<file path="src/rtl/sertx_pkg.sv">
package sertx_pkg;
  localparam int unsigned DEF_WORD_W = 10;
  localparam int unsigned DEF_TX_LAT = 4;

  typedef enum logic {
    PATH_EXT  = 1'b0,
    PATH_WRAP = 1'b1
  } path_e;
endpackage

</file>
<file path="src/rtl/sertx_phase.sv">
module sertx_phase #(
  parameter int unsigned WORD_W = sertx_pkg::DEF_WORD_W,
  parameter int unsigned TX_LAT = sertx_pkg::DEF_TX_LAT
) (
  input  logic clk,
  input  logic rst_n,
  output logic cap_o,
  output logic load_o
);
  localparam int unsigned CNT_W = (WORD_W > 1) ? $clog2(WORD_W) : 1;
  localparam logic [CNT_W-1:0] LAST_PH = CNT_W'(WORD_W - 1);
  localparam logic [CNT_W-1:0] LOAD_PH = CNT_W'(TX_LAT - 1);

  logic [CNT_W-1:0] ph_q, ph_d;

  always_comb begin
    if (ph_q == LAST_PH) ph_d = '0;
    else                 ph_d = ph_q + 1'b1;
  end

  always_ff @(posedge clk or negedge rst_n) begin
    if (!rst_n) ph_q <= '0;
    else        ph_q <= ph_d;
  end

  assign cap_o  = (ph_q == LAST_PH);
  assign load_o = (ph_q == LOAD_PH);

  a_r2_single_tick: assert property (@(posedge clk) disable iff (!rst_n)
    cap_o |=> !cap_o);
  a_r2_phase_range: assert property (@(posedge clk) disable iff (!rst_n)
    ph_q <= LAST_PH);
endmodule

</file>
<file path="src/rtl/sertx_hold.sv">
module sertx_hold #(
  parameter int unsigned WORD_W = sertx_pkg::DEF_WORD_W
) (
  input  logic              clk,
  input  logic              rst_n,
  input  logic              cap_i,
  input  logic [WORD_W-1:0] word_i,
  output logic [WORD_W-1:0] hold_o
);
  logic [WORD_W-1:0] hold_q, hold_d;

  always_comb begin
    hold_d = hold_q;
    if (cap_i) hold_d = word_i;
  end

  // reset to all ones so an early load keeps the line idle high
  always_ff @(posedge clk or negedge rst_n) begin
    if (!rst_n) hold_q <= '1;
    else        hold_q <= hold_d;
  end

  assign hold_o = hold_q;

  a_r1_hold_stable: assert property (@(posedge clk) disable iff (!rst_n)
    !cap_i |=> $stable(hold_q));
endmodule

</file>
<file path="src/rtl/sertx_shift.sv">
module sertx_shift #(
  parameter int unsigned WORD_W = sertx_pkg::DEF_WORD_W
) (
  input  logic              clk,
  input  logic              rst_n,
  input  logic              load_i,
  input  logic [WORD_W-1:0] hold_i,
  output logic              bit_o
);
  logic [WORD_W-1:0] sh_q, sh_d;

  always_comb begin
    if (load_i) sh_d = hold_i;
    else        sh_d = {1'b1, sh_q[WORD_W-1:1]};
  end

  always_ff @(posedge clk or negedge rst_n) begin
    if (!rst_n) sh_q <= '1;
    else        sh_q <= sh_d;
  end

  assign bit_o = sh_q[0];

  a_r3_first_bit: assert property (@(posedge clk) disable iff (!rst_n)
    load_i |=> bit_o == $past(hold_i[0]));
endmodule

</file>
<file path="src/rtl/sertx_route.sv">
module sertx_route
  import sertx_pkg::*;
(
  input  logic clk,
  input  logic rst_n,
  input  logic load_i,
  input  logic wrap_i,
  input  logic tx_bit_i,
  input  logic ext_rx_i,
  output logic ser_o,
  output logic rx_o
);
  path_e path_q, path_d;

  always_comb begin
    path_d = path_q;
    if (load_i) path_d = wrap_i ? PATH_WRAP : PATH_EXT;
  end

  always_ff @(posedge clk or negedge rst_n) begin
    if (!rst_n) path_q <= PATH_EXT;
    else        path_q <= path_d;
  end

  always_comb begin
    if (path_q == PATH_WRAP) begin
      ser_o = 1'b1;
      rx_o  = tx_bit_i;
    end else begin
      ser_o = tx_bit_i;
      rx_o  = ext_rx_i;
    end
  end

  a_r8_sel_at_load: assert property (@(posedge clk) disable iff (!rst_n)
    !load_i |=> $stable(path_q));
endmodule

</file>
<file path="src/rtl/sertx_loop.sv">
module sertx_loop #(
  parameter int unsigned WORD_W = sertx_pkg::DEF_WORD_W,
  parameter int unsigned TX_LAT = sertx_pkg::DEF_TX_LAT
) (
  input  logic              clk,
  input  logic              rst_n,
  input  logic [WORD_W-1:0] word_in,
  input  logic              wrap_en,
  input  logic              ext_rx_in,
  output logic              byte_tick,
  output logic              ser_out,
  output logic              rx_mux_out
);
  logic              cap, load, tx_bit;
  logic [WORD_W-1:0] hold;

  sertx_phase #(.WORD_W(WORD_W), .TX_LAT(TX_LAT)) u_phase (
    .clk(clk), .rst_n(rst_n), .cap_o(cap), .load_o(load));

  sertx_hold #(.WORD_W(WORD_W)) u_hold (
    .clk(clk), .rst_n(rst_n), .cap_i(cap), .word_i(word_in), .hold_o(hold));

  sertx_shift #(.WORD_W(WORD_W)) u_shift (
    .clk(clk), .rst_n(rst_n), .load_i(load), .hold_i(hold), .bit_o(tx_bit));

  sertx_route u_route (
    .clk(clk), .rst_n(rst_n), .load_i(load), .wrap_i(wrap_en),
    .tx_bit_i(tx_bit), .ext_rx_i(ext_rx_in), .ser_o(ser_out), .rx_o(rx_mux_out));

  assign byte_tick = cap;

  a_r7_wrap_parks_out: assert property (@(posedge clk) disable iff (!rst_n)
    (ser_out == 1'b0) |-> (rx_mux_out == ext_rx_in));
endmodule

</file>
<file path="config.mk">
export PLATFORM = sky130hd
export DESIGN_NAME = sertx_loop
export DESIGN_NICKNAME = d
export VERILOG_FILES = /design/src/rtl/sertx_pkg.sv /design/src/rtl/sertx_phase.sv /design/src/rtl/sertx_hold.sv /design/src/rtl/sertx_shift.sv /design/src/rtl/sertx_route.sv /design/src/rtl/sertx_loop.sv
export SDC_FILE = /design/constraint.sdc
export NUM_CORES = 1
export LEC_CHECK = 0
export BUFFER_PORTS_ARGS = -buffer_cell sky130_fd_sc_hd__buf_2
export CAP_MARGIN = 20
export CORE_ASPECT_RATIO = 0.75
export CORE_MARGIN = 3
export CORE_UTILIZATION = 57
export DETAILED_ROUTE_END_ITERATION = 16
export PLACE_DENSITY = 0.88
export SKIP_LAST_GASP = 1
export SLEW_MARGIN = 40
export SYNTH_ARGS = -nofsm -noshare
export SYNTH_HDL_FRONTEND = slang
export SYNTH_SLANG_ARGS = --single-unit
</file>
<file path="constraint.sdc">
create_clock -name clk -period 2 [get_ports clk]
set_input_delay 0.4 -clock clk [delete_from_list [all_inputs] [get_ports clk]]
set_output_delay 0.4 -clock clk [all_outputs]
set_load 0.05 [all_outputs]
</file>
## Yosys cells after proc, flatten, opt, wreduce, memory -nomap -nowiden

Index checks and enable logic that the tools add are counted.
Widths: inputs -> output; s select.

- Register bits: 25
- Word-level logic and storage cells: 12

- Eq/ne operators: 2
- Mux-type cells: 5
- $add $sub $neg: 1

Operator list:

| cell | number |
|---|---|
| $mux 10 | 1 |
| $add 4x1->4 const B | 1 |
| $eq 4x2->1 const B | 1 |
| $eq 4x4->1 const B | 1 |
| $mux 4 | 1 |
| $mux 1 | 3 |

## Longest topological paths before layout

Gate-level depths: netlist of the first run.

- Depth in word-level cells: 2
- Gate-level depth with buffers: 4

## Cells and area by module

Synthesis of the first run repeated with hierarchy kept, for this count alone.

- Cell total of the unflattened synthesis: 62
- Area, all modules: 1082.3 µm²

By module, submodules not included:

| module | area each (µm²) | times used | cells each |
|---|---|---|---|
| sertx_hold | 424.2 | 1 | 21 |
| sertx_shift | 415.4 | 1 | 21 |
| sertx_phase | 185.2 | 1 | 16 |
| sertx_route | 57.6 | 1 | 4 |

## Worst setup path after synthesis of the first run

OpenSTA, ideal clock, no wires.

- Path kind: register -> register
- Start point: register u_phase.ph_q[2]
- End point: register u_hold.hold_q[0] (netlist: u_hold.hold_o[0])
- Period minus slack after synthesis: 1.412 ns
- Setup slack: 0.588 ns
- Buffers on the path: 1
- Arrival time: 1.329 ns
- Stages on the path, launching flop included: 5
- Library setup time: 0.082 ns
- Path through: dfrtp_1 nor2b_2 nor3b_4 buf_6 mux2_2

- Longest elaborated chain between the ends: 1

Ends and longest elaborated chain:

| what | line | source |
|---|---|---|
| start, declared | sertx_phase.sv:14 | `logic [CNT_W-1:0] ph_q, ph_d;` |
| start signal, assigned | sertx_phase.sv:23 | `else ph_q <= ph_d;` |
| $eq 4x4->1 | sertx_phase.sv:26 | `assign cap_o = (ph_q == LAST_PH);` |
| net byte_tick | sertx_loop.sv:10 | `output logic byte_tick,` |
| end signal, assigned | sertx_hold.sv:20 | `else hold_q <= hold_d;` |
| end, declared | sertx_hold.sv:10 | `logic [WORD_W-1:0] hold_q, hold_d;` |

The timed path passes the listed nets, and every way through them passes these cells.
A chain may end at the register's enable or synchronous reset.

## Worst setup path in the final report of the first run

- Start point: register u_phase.ph_q[3]
- End point: output byte_tick

- Longest elaborated chain between the ends: 1

Ends and longest elaborated chain:

| what | line |
|---|---|
| $eq 4x4->1 | sertx_phase.sv:26 |
| end, declared | sertx_loop.sv:10 |

No other way between the ends.

==> results.md, run 1 <==
* TritonCTS clock tree: yes
* R2R setup slack at 470 ps
* # DRC at 0
* Initial core utilization at 64.4%
* I/O Pins at 17
* CTS sink count at 25
* Share of cells above drive strength 1 at 85.4%
* Sequential area share after synthesis at 64.1%
* Setup TNS at 0 ps
* Relative slew slack at 65.3%
* Post-synthesis average cell area at 16.4 um2
* Post-synth cell types at 17
* Leakage at 0.477 nW
* 1st-iter DRT viols at 4
* Yosys warns at 0
* Clock transition at the registers of the reported paths at 130 ps
* Seq cells post-synth at 25
* Dpl cell area at 1120 um2
* CP delay by family, top: simple AND/OR/NAND/NOR gates
* Fin area at 1150 um2
* Area of the core at 1580 um2
* Worst stage delay on the critical path at 430 ps
* Final Hold Fails at 0
* Post-Syn Nets at 76
* Max Cap Viol at 0
* Critical-path cell list: nor2b_2, nor3b_4, buf_2
* Vias per cell at 5.04
* RSZ-0062 raised after global routing: false
* PortBufs at 16
* CP arrival at 1470 ps
* Gpl congestion at 0.689
* Global-route wire length before repair at 2730 um
* Status: complete, no violations
* CP max FO at 4
* CTS-repair resized insts at 0
* Clock root cell: clkbuf_4
* Crit Path Category: flop to output pin
* Final setup viols at 0
* Vias at 519
* Hold-fix buffers, CTS at 0
* Reg2reg end: u_shift.sh_q[7]
* Die ar. at 2330 um2
* Initial antenna violation count at 0
* Number of buffers and inverters on the critical path at 1
* Fmax at 536 MHz
* Antenna Cells at 0
* Startpoint Class: flop
* Post-route ant nets at 0
* Post-DP HPWL at 1180 um
* Largest net degree at the start of global routing at 26
* Vias in the first global route at 624
* Hold crit path type: primary input to async pin
* Worst-skew pair later-pin latency at 320 ps
* Gate Count Post-Synth at 62
* Worst setup margin at 133 ps
* Synthesized area at 1010 um2
* R2R Path Start: u_phase.ph_q[1]
* Area delta synth->final at 12.9%
* Cell at the slowest stage of the critical path: dfrtp_1
* Worst hold slack at 40.9 ps
* Worst-Margin Slew at 521 ps
* Number of nets in the layout at 97
* Overflow after GRT at 0
* CP endpoint kind: output pin
* Worst vdd ir at 0.000701 V
* Slew Limit Fails at 0
* Die W at 54.7 um
* Period utilization at 93.3%
* Post-Place Worst Slack at 478 ps
* # rows at 12
* 1st-pass router iterations at 2
* Total GRT Usage at 17.0%
* Clock Skews at 11.3 ps
* Total detailed-routing wirelength at 1560 um
* Worst reg2reg path depth at 4
* Period minus WS final at 1870 ps
* CTS Buf Count at 3
* H-tree depth at 1
* Die H at 42.5 um
* PD cells at 717 nW/um2
* Setup Buffers After CTS at 0
* DR WL/cell at 15.1 um
* Buffer depth of the longest clock path at 2
* Worst EP required at 1600 ps
[final cells by class]
class,instances,area (um2)
fill,113,430
sequential,25,651
inverter,2,7.51
multi-input combinational,33,338
tap,21,26.3
clock buffer,3,22.5
clock inverter,1,6.26
timing repair buffer,18,95.1
[cell usage in the layout (no fill, tap or decap), drive strengths merged]
cell    instances
dfstp          20
nor2b           1
inv             3
or2             1
nor3            2
nor3b           1
buf            18
clkbuf          3
nand2b          1
xnor2           1
a221o           1
o21ai           1
nor2            1
nand2           1
mux2           22
dfrtp           5
[worst register-to-register path: stages (launching register included)]
cell,delay [ps]
dfrtp_1,510
nand2_2,120
nor3_2,260
buf_4,230
mux2_2,350
[per-stage QoR]
stage                     util [%]  power (mW)  instances
final                         72.7       0.822        103
after global routing          72.7       0.863        103
after CTS                     72.7       0.831        103
after detailed placement      70.9       0.602         99
after global placement        70.9       0.599         99
after floorplan                  -       0.574         62
[cell families (layout without fill, tap and decap cells)]
logic type / Yosys count / count (layout) / synth area share, %
compound gates: 2 / 2 / 1.60
mux: 22 / 22 / 24.4
xor+xnor: 1 / 1 / 0.863
simple gates: 8 / 8 / 6.41
buf+inv: 4 / 24 / 2.59
flops: 25 / 25 / 64.1
[synthesized netlist by cell type, drive strengths merged]
master	count	area [um2]
a221o	1	11.3
buf	2	18.8
dfrtp	5	125
dfstp	20	526
inv	2	7.51
mux2	22	248
nand2	1	6.26
nand2b	1	6.26
nor2	1	3.75
nor2b	1	8.76
nor3	2	15.0
nor3b	1	18.8
o21ai	1	5.00
or2	1	6.26
xnor2	1	8.76
[power breakdown]
part | switching (mW) | total [mW] | leakage (nW) | internal [mW]
registers | 0.00696 | 0.542 | 0.269 | 0.535
logic | 0.0271 | 0.0511 | 0.190 | 0.0240
clock network | 0.151 | 0.229 | 0.0183 | 0.0778
total | 0.185 | 0.822 | 0.477 | 0.636
[per-layer routing]
| layer | part of all wire (%) | vias to the layer above | GRT usage (%) |
|---|---|---|---|
| li1 | - | 257 | - |
| met1 | 41 | 246 | 17.8 |
| met2 | 52 | 14 | 31.1 |
| met3 | 5.7 | 2 | 6.41 |
| met4 | 0.64 | 0 | 2.99 |
| met5 | 0 | - | 0 |
[how the worst max path moves through the flow]
stage	cells past startpoint	endpoint	startpoint
2_1_floorplan	4	u_hold.hold_o[0]	u_phase.ph_q[2]
3_3_place_gp	3	byte_tick	u_phase.ph_q[3]
3_5_place_dp	3	byte_tick	u_phase.ph_q[3]
4_1_cts	3	byte_tick	u_phase.ph_q[3]
5_1_grt	3	byte_tick	u_phase.ph_q[2]
6_report	3	byte_tick	u_phase.ph_q[3]
[flip-flops by register name (all words and copies together) (netlist names)]
signal,cells
u_phase.ph_q,4
u_route.path_q,1
u_shift.sh_q,10
u_hold.hold_o,10
No activity file was read; power rests on OpenSTA's default activity.
==> run 2, diff against run 1 <==
Settings changed: BUFFER_PORTS_ARGS -buffer_cell sky130_fd_sc_hd__buf_2 to -buffer_cell sky130_fd_sc_hd__clkbuf_2.
==> run 2 against run 1 <==
  * Via count increased by 3.5%
  * Worst hold slack gained 12 ps
  * Register-to-register slack better by 30 ps
  * Critical endpoint unchanged
==> results.md, run 2 (synthesis gave the netlist of run 1 again) <==
* Relative slew slack at 61.4%
* Worst vdd ir at 0.000790 V
* Most frequent cells in the layout: mux2_2 (22), dfstp_2 (20), clkbuf_2 (15)
* I/O Pins at 17
* Antenna Cells at 0
* Max Cap Viol at 0
* Crit Path Category: flop to output pin
* Number of buffers and inverters on the critical path at 1
* PortBufs at 16
* Slew Limit Fails at 0
* H-tree depth at 1
* Area of the core at 1580 um2
* Fillers at 110
* Hold crit path type: primary input to async pin
* Final Hold Fails at 0
* Vias at 537
* Sw Pwr at 181 uW
* TritonCTS clock tree: yes
* Finished Core Util at 72.8%
* Overflow after GRT at 0
* Global-route wire length before repair at 2550 um
* CTS-repair resized insts at 0
* Area delta synth->final at 13.1%
* Vias in the first global route at 575
* Worst reg2reg path depth at 4
* Clock root cell: clkbuf_4
* Worst stage delay on the critical path at 440 ps
* R2R setup slack at 500 ps
* DR WL/cell at 14.4 um
* Worst-skew pair later-pin latency at 320 ps
* Setup TNS at 0 ps
* P_int at 635 uW
* Fin area at 1150 um2
* Sw Share at 22.1%
* Leakage at 0.477 nW
* Critical-path cell list: nor2b_2, nor3b_4, buf_2
* Total power at 815 uW
* Number of nets in the layout at 97
* Non-Filler Instances at 103
* Clock Skews at 3.02 ps
* Comb pwr share at 6.2%
* Period utilization at 93.6%
* Clock share of power at 27.4%
* Initial core utilization at 64.4%
* Gpl congestion at 0.699
* CP delay by family, top: flip-flops
* Worst hold slack at 52.7 ps
* Placed instance count at 99
* Post-DP HPWL at 1090 um
* Startpoint Class: flop
* CP endpoint kind: output pin
* 1st-pass router iterations at 1
* Post-Place Worst Slack at 478 ps
* CTS Buf Count at 3
* CP max FO at 4
* Hold-fix buffers, CTS at 0
* Setup Buffers After CTS at 0
* Die ar. at 2330 um2
* Largest net degree at the start of global routing at 26
* # rows at 12
* Post-route ant nets at 0
* Vias per cell at 5.21
* Sequential share of power at 66.4%
* Cell at the slowest stage of the critical path: dfrtp_1
* Clock transition at the registers of the reported paths at 130 ps
* Period minus WS final at 1870 ps
* Die W at 54.7 um
* Initial antenna violation count at 0
* Status: complete, no violations
* # DRC at 0
* CP arrival at 1470 ps
* Share of cells above drive strength 1 at 85.4%
* Worst setup margin at 128 ps
* Total GRT Usage at 15.8%
* Worst-Margin Slew at 579 ps
* Worst Setup SP: u_phase.ph_q[3]
* R2R Path Start: u_phase.ph_q[3]
* Total detailed-routing wirelength at 1490 um
* Final setup viols at 0
* Worst EP required at 1600 ps
* Commonest non-fill, non-tap cell in the layout: mux2_2
* Reg2reg end: u_hold.hold_o[3]
* Die H at 42.5 um
* 1st-iter DRT viols at 0
* Buffer depth of the longest clock path at 2
* CTS sink count at 25
* Fmax at 534 MHz
* Dpl cell area at 1120 um2
* PD cells at 711 nW/um2
* RSZ-0062 raised after global routing: false
## run 2: changes by cell type in the layout (fill, tap and decap cells not counted)
cell	delta
buf_2	-15
clkbuf_2	+15
clkinvlp_4	+1
inv_4	-1
## run 2: power by group through the flow
stage                     clock [mW]  sequential, mW  combinational (mW)
after floorplan                    0           0.547              0.0269
after global placement             0           0.549              0.0501
after detailed placement           0           0.550              0.0521
after CTS                      0.233           0.542              0.0522
after global routing           0.262           0.545              0.0561
final                          0.223           0.542              0.0505
## run 2: cell type report
cell class | count | area (um2) | share of cell area, %
clock inverter | 1 | 7.51 | 0.654
inverter | 2 | 7.51 | 0.654
clock buffer | 3 | 22.5 | 1.96
sequential | 25 | 651 | 56.7
multi-input combinational | 33 | 338 | 29.4
tap | 21 | 26.3 | 2.29
timing repair buffer | 18 | 95.1 | 8.29
## run 2: worst register-to-register path: cells and delay by family (launching register included)
kind                   cells  cell delay, ps
buffers and inverters      1             230
flip-flops                 1             440
multiplexers               1             350
AND/OR/NAND/NOR            2             430
## run 2: worst max path at each step
stage                       end  slack (ps)  cells after the start
6_report              byte_tick         130                      3
5_1_grt               byte_tick          10                      3
4_1_cts               byte_tick         110                      3
3_5_place_dp          byte_tick         480                      3
3_3_place_gp          byte_tick         510                      3
2_1_floorplan  u_hold.hold_o[0]         590                      4
## run 2: metal layers
metal	share of wire (%)	global-route usage, %
met5	0	0
met4	0.74	2.99
met3	7.6	8.19
met2	49	24.1
met1	42	20.0
